==> src/rtl/sq_pkg.sv <==
package sq_pkg;

  typedef enum logic [2:0] {
    S_IDLE, S_FREE, S_ARB, S_SELA, S_SELB, S_CONN, S_CACK, S_DACK
  } sq_state_e;

  // number of command bytes that follow byte 0, capped to the buffer
  function automatic int unsigned cmd_tail(input logic [3:0] nib,
                                           input int unsigned max_bytes);
    int unsigned t;
    t = {28'd0, nib};
    return (t > max_bytes - 1) ? max_bytes - 1 : t;
  endfunction

endpackage

==> src/rtl/sq_window_cnt.sv <==
module sq_window_cnt #(
  parameter int unsigned LIMIT = 4
) (
  input  logic clk,
  input  logic rst_n,
  input  logic arm,
  input  logic cond,
  output logic hit
);
  localparam int unsigned CW = $clog2(LIMIT + 1);

  logic [CW-1:0] cnt_q;

  always_ff @(posedge clk or negedge rst_n) begin
    if (!rst_n)             cnt_q <= '0;
    else if (arm && cond && !hit) cnt_q <= cnt_q + 1'b1;
    else                    cnt_q <= '0;
  end

  assign hit = arm && cond && (cnt_q == CW'(LIMIT - 1));
endmodule

==> src/rtl/sq_arb_judge.sv <==
module sq_arb_judge #(
  parameter int unsigned ID_W = 3,
  localparam int unsigned DW  = 1 << ID_W
) (
  input  logic [ID_W-1:0] own_id,
  input  logic [DW-1:0]   bus_dat,
  output logic            outranked
);
  logic [DW-1:0] above;

  for (genvar i = 0; i < DW; i++) begin : g_rank
    assign above[i] = bus_dat[i] && (own_id < ID_W'(i));
  end

  assign outranked = |above;
endmodule

==> src/rtl/sq_cmd_pick.sv <==
module sq_cmd_pick
  import sq_pkg::*;
#(
  parameter int unsigned CMD_MAX = 16,
  parameter int unsigned DW      = 8,
  localparam int unsigned IW     = $clog2(CMD_MAX) + 1
) (
  input  logic [CMD_MAX*DW-1:0] cmd_buf,
  input  logic [IW-1:0]         idx,
  output logic [DW-1:0]         byte_o,
  output logic [IW-1:0]         tail_o
);
  always_comb begin
    byte_o = '0;
    for (int i = 0; i < CMD_MAX; i++) begin
      if (idx == IW'(i)) byte_o = cmd_buf[i*DW +: DW];
    end
  end

  assign tail_o = IW'(cmd_tail(cmd_buf[3:0], CMD_MAX));
endmodule

==> src/rtl/sq_init_seq.sv <==
module sq_init_seq
  import sq_pkg::*;
#(
  parameter int unsigned ID_W     = 3,
  parameter int unsigned CMD_MAX  = 16,
  parameter int unsigned FREE_CYC = 4,
  parameter int unsigned SEL_TMO  = 20
) (
  input  logic                          clk,
  input  logic                          rst_n,
  input  logic                          start_i,
  input  logic [ID_W-1:0]               own_id_i,
  input  logic [ID_W-1:0]               tgt_id_i,
  input  logic [CMD_MAX*(1<<ID_W)-1:0]  cmd_buf_i,
  input  logic                          bus_busy_i,
  input  logic                          bus_select_i,
  input  logic [(1<<ID_W)-1:0]          bus_dat_i,
  input  logic                          tgt_strobe_i,
  input  logic                          tgt_ctl_i,
  input  logic                          tgt_dir_i,
  output logic                          busy_drv_o,
  output logic                          sel_drv_o,
  output logic [(1<<ID_W)-1:0]          dat_drv_o,
  output logic                          ack_drv_o,
  output logic [(1<<ID_W)-1:0]          rx_data_o,
  output logic                          rx_valid_o,
  output logic                          done_o,
  output logic                          sel_err_o,
  output logic                          active_o
);
  localparam int unsigned DW = 1 << ID_W;
  localparam int unsigned IW = $clog2(CMD_MAX) + 1;

  sq_state_e state_q, state_d;
  logic [IW-1:0] idx_q;
  logic [DW-1:0] rx_q;
  logic          rx_vld_q, done_q, err_q;

  // named internal events
  logic          bus_quiet, arb_phase, free_hit, tmo_hit, outranked;
  logic          cmd_call, din_call, cmd_left, tgt_gone;
  logic [DW-1:0] own_bit, tgt_bit, cmd_byte;
  logic [IW-1:0] tail;

  assign bus_quiet = !bus_busy_i && !bus_select_i;
  assign arb_phase = (state_q == S_ARB);
  assign cmd_call  = tgt_strobe_i && tgt_ctl_i && !tgt_dir_i;
  assign din_call  = tgt_strobe_i && !tgt_ctl_i && tgt_dir_i;
  assign tgt_gone  = !bus_busy_i;
  assign own_bit   = DW'(1) << own_id_i;
  assign tgt_bit   = DW'(1) << tgt_id_i;
  assign cmd_left  = (idx_q <= tail);

  sq_window_cnt #(.LIMIT(FREE_CYC)) u_free (
    .clk(clk), .rst_n(rst_n), .arm(state_q == S_FREE),
    .cond(bus_quiet), .hit(free_hit)
  );

  sq_window_cnt #(.LIMIT(SEL_TMO)) u_tmo (
    .clk(clk), .rst_n(rst_n), .arm(state_q == S_SELB),
    .cond(tgt_gone), .hit(tmo_hit)
  );

  sq_arb_judge #(.ID_W(ID_W)) u_judge (
    .own_id(own_id_i), .bus_dat(bus_dat_i), .outranked(outranked)
  );

  sq_cmd_pick #(.CMD_MAX(CMD_MAX), .DW(DW)) u_pick (
    .cmd_buf(cmd_buf_i), .idx(idx_q), .byte_o(cmd_byte), .tail_o(tail)
  );

  always_comb begin
    state_d = state_q;
    unique case (state_q)
      S_IDLE: if (start_i) state_d = S_FREE;
      S_FREE: if (free_hit) state_d = S_ARB;
      S_ARB:  state_d = outranked ? S_FREE : S_SELA;
      S_SELA: state_d = S_SELB;
      S_SELB: begin
        if (bus_busy_i)   state_d = S_CONN;
        else if (tmo_hit) state_d = S_IDLE;
      end
      S_CONN: begin
        if (tgt_gone)                  state_d = S_IDLE;
        else if (cmd_call && cmd_left) state_d = S_CACK;
        else if (din_call)             state_d = S_DACK;
      end
      S_CACK: if (!tgt_strobe_i) state_d = S_CONN;
      S_DACK: if (!tgt_strobe_i) state_d = S_CONN;
      default: state_d = S_IDLE;
    endcase
  end

  always_ff @(posedge clk or negedge rst_n) begin
    if (!rst_n) begin
      state_q  <= S_IDLE;
      idx_q    <= '0;
      rx_q     <= '0;
      rx_vld_q <= 1'b0;
      done_q   <= 1'b0;
      err_q    <= 1'b0;
    end else begin
      state_q  <= state_d;
      rx_vld_q <= 1'b0;
      done_q   <= (state_q == S_CONN) && tgt_gone;
      if (state_q == S_IDLE && start_i) begin
        idx_q <= '0;
        err_q <= 1'b0;
      end
      if (state_q == S_CACK && !tgt_strobe_i) idx_q <= idx_q + 1'b1;
      if (state_q == S_CONN && !tgt_gone && din_call) begin
        rx_q     <= bus_dat_i;
        rx_vld_q <= 1'b1;
      end
      if (state_q == S_SELB && !bus_busy_i && tmo_hit) err_q <= 1'b1;
    end
  end

  always_comb begin
    busy_drv_o = (state_q == S_ARB) || (state_q == S_SELA);
    sel_drv_o  = (state_q == S_SELA) || (state_q == S_SELB);
    ack_drv_o  = (state_q == S_CACK) || (state_q == S_DACK);
    unique case (state_q)
      S_ARB:          dat_drv_o = own_bit;
      S_SELA, S_SELB: dat_drv_o = own_bit | tgt_bit;
      S_CACK:         dat_drv_o = cmd_byte;
      default:        dat_drv_o = '0;
    endcase
  end

  assign rx_data_o  = rx_q;
  assign rx_valid_o = rx_vld_q;
  assign done_o     = done_q;
  assign sel_err_o  = err_q;
  assign active_o   = (state_q != S_IDLE);
endmodule

==> config.mk <==
export PLATFORM = sky130hd
export DESIGN_NAME = sq_init_seq
export DESIGN_NICKNAME = d
export VERILOG_FILES = /design/src/rtl/sq_pkg.sv /design/src/rtl/sq_window_cnt.sv /design/src/rtl/sq_arb_judge.sv /design/src/rtl/sq_cmd_pick.sv /design/src/rtl/sq_init_seq.sv
export SDC_FILE = /design/constraint.sdc
export NUM_CORES = 1
export LEC_CHECK = 0
export CORE_MARGIN = 2
export CORE_UTILIZATION = 39
export CTS_BUF_LIST = sky130_fd_sc_hd__clkbuf_8
export CTS_CLUSTER_SIZE = 30
export DETAILED_ROUTE_END_ITERATION = 12
export HOLD_SLACK_MARGIN = 0.02
export PLACE_DENSITY = 0.8
export SYNTH_ARGS = -nofsm -noshare
export SYNTH_HDL_FRONTEND = slang
export SYNTH_SLANG_ARGS = --single-unit
==> constraint.sdc <==
create_clock -name clk -period 3.2 [get_ports clk]
set_clock_uncertainty 0.1 [all_clocks]
set_input_delay 0.64 -clock clk [delete_from_list [all_inputs] [get_ports clk]]
set_output_delay 0.64 -clock clk [all_outputs]
set_load 0.005 [all_outputs]
Word-level counts from Yosys, hierarchy flattened
Cells that the tools add are included.
{"block": "op_classes", "n_bitwise": 1, "n_eq_ne": 29, "n_shift": 2, "n_addsub": 3, "order_cmp": 9, "reduce_logical": 45, "muxes": 34}
{"op": "$mux 8", "n": 16}
{"op": "$eq 5x4->1 const B", "n": 8}
{"op": "$mux 3", "n": 9}
{"op": "$logic_and 1x1->1", "n": 26}
{"op": "$pmux 8 s3", "n": 1}
{"op": "$pmux 3 s7", "n": 1}
{"op": "$eq 5x3->1 const B", "n": 4}
{"op": "$shl 1x3->8 const A", "n": 2}
{"op": "$mux 5", "n": 3}
{"op": "$eq 3x3->1 const B", "n": 4}
{"op": "$lt 3x3->1 const B", "n": 4}
{"op": "$add 5x1->5 const B", "n": 2}
{"op": "$eq 5x2->1 const B", "n": 2}
{"op": "$eq 3x2->1 const B", "n": 3}
{"op": "$or 8x8->8", "n": 1}
{"op": "$reduce_or 8->1", "n": 1}
{"op": "$logic_not 1->1", "n": 7}
{"op": "$lt 3x1->1 const B", "n": 2}
{"op": "$lt 3x2->1 const B", "n": 2}
{"op": "$ne 2x2->1 const B", "n": 3}
{"op": "$eq 5x1->1 const B", "n": 1}
{"op": "$eq 5x5->1 const B", "n": 1}
{"op": "$le 5x4->1", "n": 1}
{"op": "$logic_not 5->1", "n": 1}
{"op": "other kinds (12)", "n": 18}
{"block": "word_totals", "out_inout_bits": 23, "word_cells": 131, "in_bits": 150, "regBits": 27}

Longest topological paths before layout
Gate-level depths: netlist of run 1.
{"block": "depth", "depth_word": 18, "ltp_mapped": 12, "mapped_depth_nobuf": 9}

Modules after synthesis
From an unflattened synthesis of run 1, not the netlist that was laid out.
{"block": "hier_totals", "cells_unflattened": 427, "hier_area_um2": 3429.5}
{"module": "sq_cmd_pick", "cells_per_inst": 227, "seq_area_each_um2": 0.0, "area_each_um2": 1582.8, "n_inst": 1}
{"module": "sq_init_seq", "cells_per_inst": 159, "seq_area_each_um2": 475.5, "area_each_um2": 1412.6, "n_inst": 1}
{"module": "sq_window_cnt at u_tmo", "cells_per_inst": 21, "seq_area_each_um2": 125.1, "area_each_um2": 225.2, "n_inst": 1}
{"module": "sq_window_cnt at u_free", "cells_per_inst": 10, "seq_area_each_um2": 75.1, "area_each_um2": 146.4, "n_inst": 1}
{"module": "sq_arb_judge", "cells_per_inst": 10, "seq_area_each_um2": 0.0, "area_each_um2": 62.6, "n_inst": 1}

Least setup slack after synthesis of run 1
No wires, ideal clock.
{"block": "synth_path", "path_kind": "reg-to-output", "start": "register idx_q[0]", "end": "output port dat_drv_o[7]", "slack_ps": 59, "stages_incl_launch_ff": 12, "t_required_ps": 2460, "arrival_time_ps": 2401, "path_buffers": 2, "cell_sequence": "dfrtp_1 > ha_1 > buf_2 > buf_1 > and3_1 > ha_1 > nand2b_1 > o21ai_2 > a221oi_2 > o2111ai_1 > a211oi_1 > nor2_1"}
{"block": "synth_via", "elab_chain_cells": 18, "elab_cells_between_ends": 33, "classes_between": "eq/ne: 15; mux: 17; reduce/logical: 1"}
{"element": "start, declared", "line": "sq_init_seq.sv:35", "rtl": "logic [IW-1:0] idx_q;"}
{"element": "start signal, assigned", "line": "sq_init_seq.sv:110", "rtl": "if (state_q == S_CACK && !tgt_strobe_i) idx_q <= idx_q + 1'b1;"}
{"element": "$logic_not 5->1", "line": "sq_cmd_pick.sv:16", "rtl": "if (idx == IW'(i)) byte_o = cmd_buf[i*DW +: DW];"}
{"element": "$mux 8 (15 in series)", "line": "sq_cmd_pick.sv:16"}
{"element": "$mux 8 *", "line": "sq_cmd_pick.sv:16"}
{"element": "$pmux 8 s3 *", "line": "sq_init_seq.sv:123", "rtl": "unique case (state_q)"}
{"element": "end, declared", "line": "sq_init_seq.sv:23", "rtl": "output logic [(1<<ID_W)-1:0] dat_drv_o,"}
Every way passes the cells marked *; elsewhere a longest branch is shown, timed or not.

Worst setup path after layout of run 1
{"block": "layout_path", "start": "register idx_q[0]", "end": "output port dat_drv_o[3]"}
Same word-level chain as after synthesis.

==> impl_results.md, run 1 <==
- Die extent in y: 99.96 um
- Top cells by area, synth: dfrtp_1 19%, a21oi_1 7.4%, nand2_1 5.5%, o21ai_0 5.4%, nor2_1 4.4%
- Critical Path Start Type: register
- Min-Delay Path Depth: 1
- Multi-input gate area in the final layout: 0.002849 sq mm
- Finished Layout Cells: 828
- Clk Latency, worst-skew pair: 290 ps
- Mean area per synthesized cell: 7.450 sq um
- Final TNS setup: -92.07 ps
- RSZ-0062 raised after global routing: true
- Critical Path End Type: output port
- Run status: complete, but fails checks
- Total Wirelength: 14.92 mm
- Antenna viol nets, final: 0
- Global-route wire length before repair: 23.04 mm
- Grt ovf: 0
- Mapped Nets: 644
- Die Wd: 99.96 um
- Ys async rst share: 100.0%
- Fin. max-slew vios: 0
- Post-Syn Area: 0.003591 sq mm
- Failing checks: negative setup slack
- Hold Buf Count CTS: 0
- Fill cells: 698
- Layout area overhead: 74.70%
- GPL Wtd Cong: 1.007
- Buffers on Ports: 172
- Worst-Margin Slew: 794.5 ps
- Crit Path Class: register to output port
- Initial detailed-routing violation count: 324
- Total core area: 0.009065 sq mm
- IR drop worst, VDD: 391.2 uV
- Yosys cell types: 88
- Starting Density: 39.61%
- Core Rows: 35
- Initial antenna violation count: 0
- Max Cap Viol: 0
- GRT Resource Usage Total: 28.24%
- Final worst setup slack: -51.54 ps
- CTS clk-pin slew, worst paths: 100 ps
- # IOs: 173
- Synth top cells by count: 53 x a21oi_1, 53 x nand2_1, 42 x nor2_1
- Min Tclk post-route: 3252 ps
- Critical path required time: 2460 ps
- Max Freq: 307.5 MHz
- Antenna Cells: 0
- Post-synth EDFFs: 0
- Final HPWL DP: 11.62 mm
- CTS Buf Count: 3
- Hold Path Class: register to register
- Clk sinks: 27
- Inst Count DP: 809
- Leak pwr: 0.002598 uW
- Synth top area share: 18.82%
- Vias in the first global route: 4805
- DR WL/cell: 18.02 um
- CTS H-tree depth: 1
- Dominant cell type by area after synthesis: dfrtp_1
- Headroom to the max-slew limit: 46.64%
- Fin util: 69.21%
- Final setup vio count: 4
- CTS tree: yes
- # DRC: 0
- Register area: 679.4 sq um
- CP arrival: 2510 ps
- Nets: 880
- WHS: 349.5 ps
- Vias: 4806
- R2R depth: 9
- Critical-path maximum fanout: 4
- Synth warn: 0
- Pwr Density: 547.8 mW/mm^2
- Clock Path Buffers: 2
- FF+latch count, synth: 27
- Sequential fraction of the synthesis area: 18.82%
- Root buf cell: clkbuf_8
- Die ar.: 0.009991 sq mm
- Fin crit share: 101.6%
- DR pass1 iterations: 7
- Layout cells sized above 1: 25.10%
- Most common flop cell mapped by yosys: dfrtp_1
- Final hold vios: 0
- Pin count of the biggest net entering global routing: 28
- Post-Synthesis Cells: 482
- Via density: 5.804
layout make-up:
type	instances	share of cell area [%]
Timing Repair Buffer	264	39.35
Clock buffer	3	0.6582
Inverter	23	1.416
Sequential cell	27	10.83
Clock inverter	1	0.1197
Tap cell	111	2.214
Multi-Input combinational cell	399	45.41
critical path, cell delays in order (launching register included):
cell and delay, ps:
dfrtp_1 420, inv_2 90, ha_4 180, nor3b_4 150, nor3b_4 170, buf_6 120
a221oi_2 270, a2bb2oi_2 220, o211ai_1 160, a221o_1 320, buf_2 140
flip-flops by register name, summed over array words and instances, names as in the netlist:
register,flops
state_q,3
done_o,1
u_free.cnt_q,3
sel_err_o,1
rx_valid_o,1
idx_q,5
rx_data_o,8
u_tmo.cnt_q,5
timing repair:
item	in CTS	in global routing
hold endpoints to repair	0	0
buffers inserted	10	6
endpoints found under the setup margin	8	8
pin swaps	23	14
resized for setup	67	25
through the flow:
stage | area (sq um) | power [uW] | setup slack [ps]
final | 6274 | 3437 | -51.54
after CTS | 6120 | 3215 | -44.08
after floorplan | 3591 | 1662 | 59.44
after global placement | 5861 | 2699 | -165.9
after global routing | 6274 | 3647 | -143.9
after detailed placement | 5861 | 2726 | -189.5
placed cells by master (no fill, tap or decap), types with 4 or more instances in the layout:
| cell type | n |
|---|---|
| clkdlybuf4s50_1 | 164 |
| buf_4 | 79 |
| nand2_1 | 52 |
| a21oi_1 | 47 |
| nor2_1 | 40 |
| o21ai_0 | 34 |
| dfrtp_1 | 24 |
| inv_1 | 19 |
| nor2b_1 | 17 |
| nor3_1 | 15 |
| o22ai_1 | 10 |
| nand3_1 | 9 |
| buf_6 | 9 |
| o21ai_1 | 8 |
| mux2_4 | 8 |
| o31ai_1 | 7 |
| ha_1 | 7 |
| nor3b_1 | 6 |
| a22oi_1 | 6 |
| a21oi_2 | 6 |
| o221ai_1 | 5 |
| o211ai_1 | 5 |
| ha_4 | 5 |
| buf_2 | 5 |
| nand3b_1 | 4 |
| o2111ai_1 | 4 |
| and3_1 | 4 |
| o21ai_2 | 4 |
| a221o_1 | 4 |
| buf_12 | 4 |
logic make-up after synthesis:
logic type               synth area share (%)
multiplexers                            3.937
XOR/XNOR                               0.7318
AO/OA/AOI/OAI                           33.45
flip-flops                              18.82
AND/OR/NAND/NOR                         30.73
adder cells (fa/ha/maj)                 4.181
buffers and inverters                   8.153
layer usage:
metal	track usage (%)	up-vias	routed length [um]	part of all wire (%)
li1	-	2270	-	-
met1	33.68	2199	5687	38
met2	48.65	295	7085	47
met3	7.521	42	1676	11
met4	10.75	0	474	3.2
met5	0	-	0	0
report_power, final:
part	internal [uW]	switching, uW
clock network	88.7	114
logic	1490	1230
registers	426	84.1
final timing paths:
path / startpoint / end / slack [ps]
worst max-delay path: idx_q[0]$_DFFE_PN0P_ / dat_drv_o[3] / -50
worst min-delay path: u_free.cnt_q[0]$_DFF_PN0_ / u_free.cnt_q[0]$_DFF_PN0_ / 350
worst max register to register: idx_q[1]$_DFFE_PN0P_ / state_q[0]$_DFFE_PN0P_ / 530
worst min register to register: u_free.cnt_q[0]$_DFF_PN0_ / u_free.cnt_q[0]$_DFF_PN0_ / 350
max in group asynchronous: rst_n / rx_data_o[4]$_DFFE_PN0P_ / 2110
min in group asynchronous: rst_n / u_free.cnt_q[0]$_DFF_PN0_ / 610
No activity file was read; power rests on OpenSTA's default activity.
==> run 2: changes to the inputs <==
--- a/config.mk
+++ b/config.mk
@@ -8,7 +8,7 @@
 export CORE_MARGIN = 2
 export CORE_UTILIZATION = 39
 export CTS_BUF_LIST = sky130_fd_sc_hd__clkbuf_8
-export CTS_CLUSTER_SIZE = 30
+export CTS_CLUSTER_SIZE = 25
 export DETAILED_ROUTE_END_ITERATION = 12
 export HOLD_SLACK_MARGIN = 0.02
 export PLACE_DENSITY = 0.8
==> results of run 2 <==
Same layout as run 1: the final DEF is identical, and so are final timing and power.
==> run 3: changes to the inputs <==
--- a/config.mk
+++ b/config.mk
@@ -5,6 +5,7 @@
 export SDC_FILE = /design/constraint.sdc
 export NUM_CORES = 1
 export LEC_CHECK = 0
+export ABC_CLOCK_PERIOD_IN_PS = 3200
 export CORE_MARGIN = 2
 export CORE_UTILIZATION = 39
 export CTS_BUF_LIST = sky130_fd_sc_hd__clkbuf_8
==> results of run 3 <==
Same layout as run 1: the final DEF is identical, and so are final timing and power.
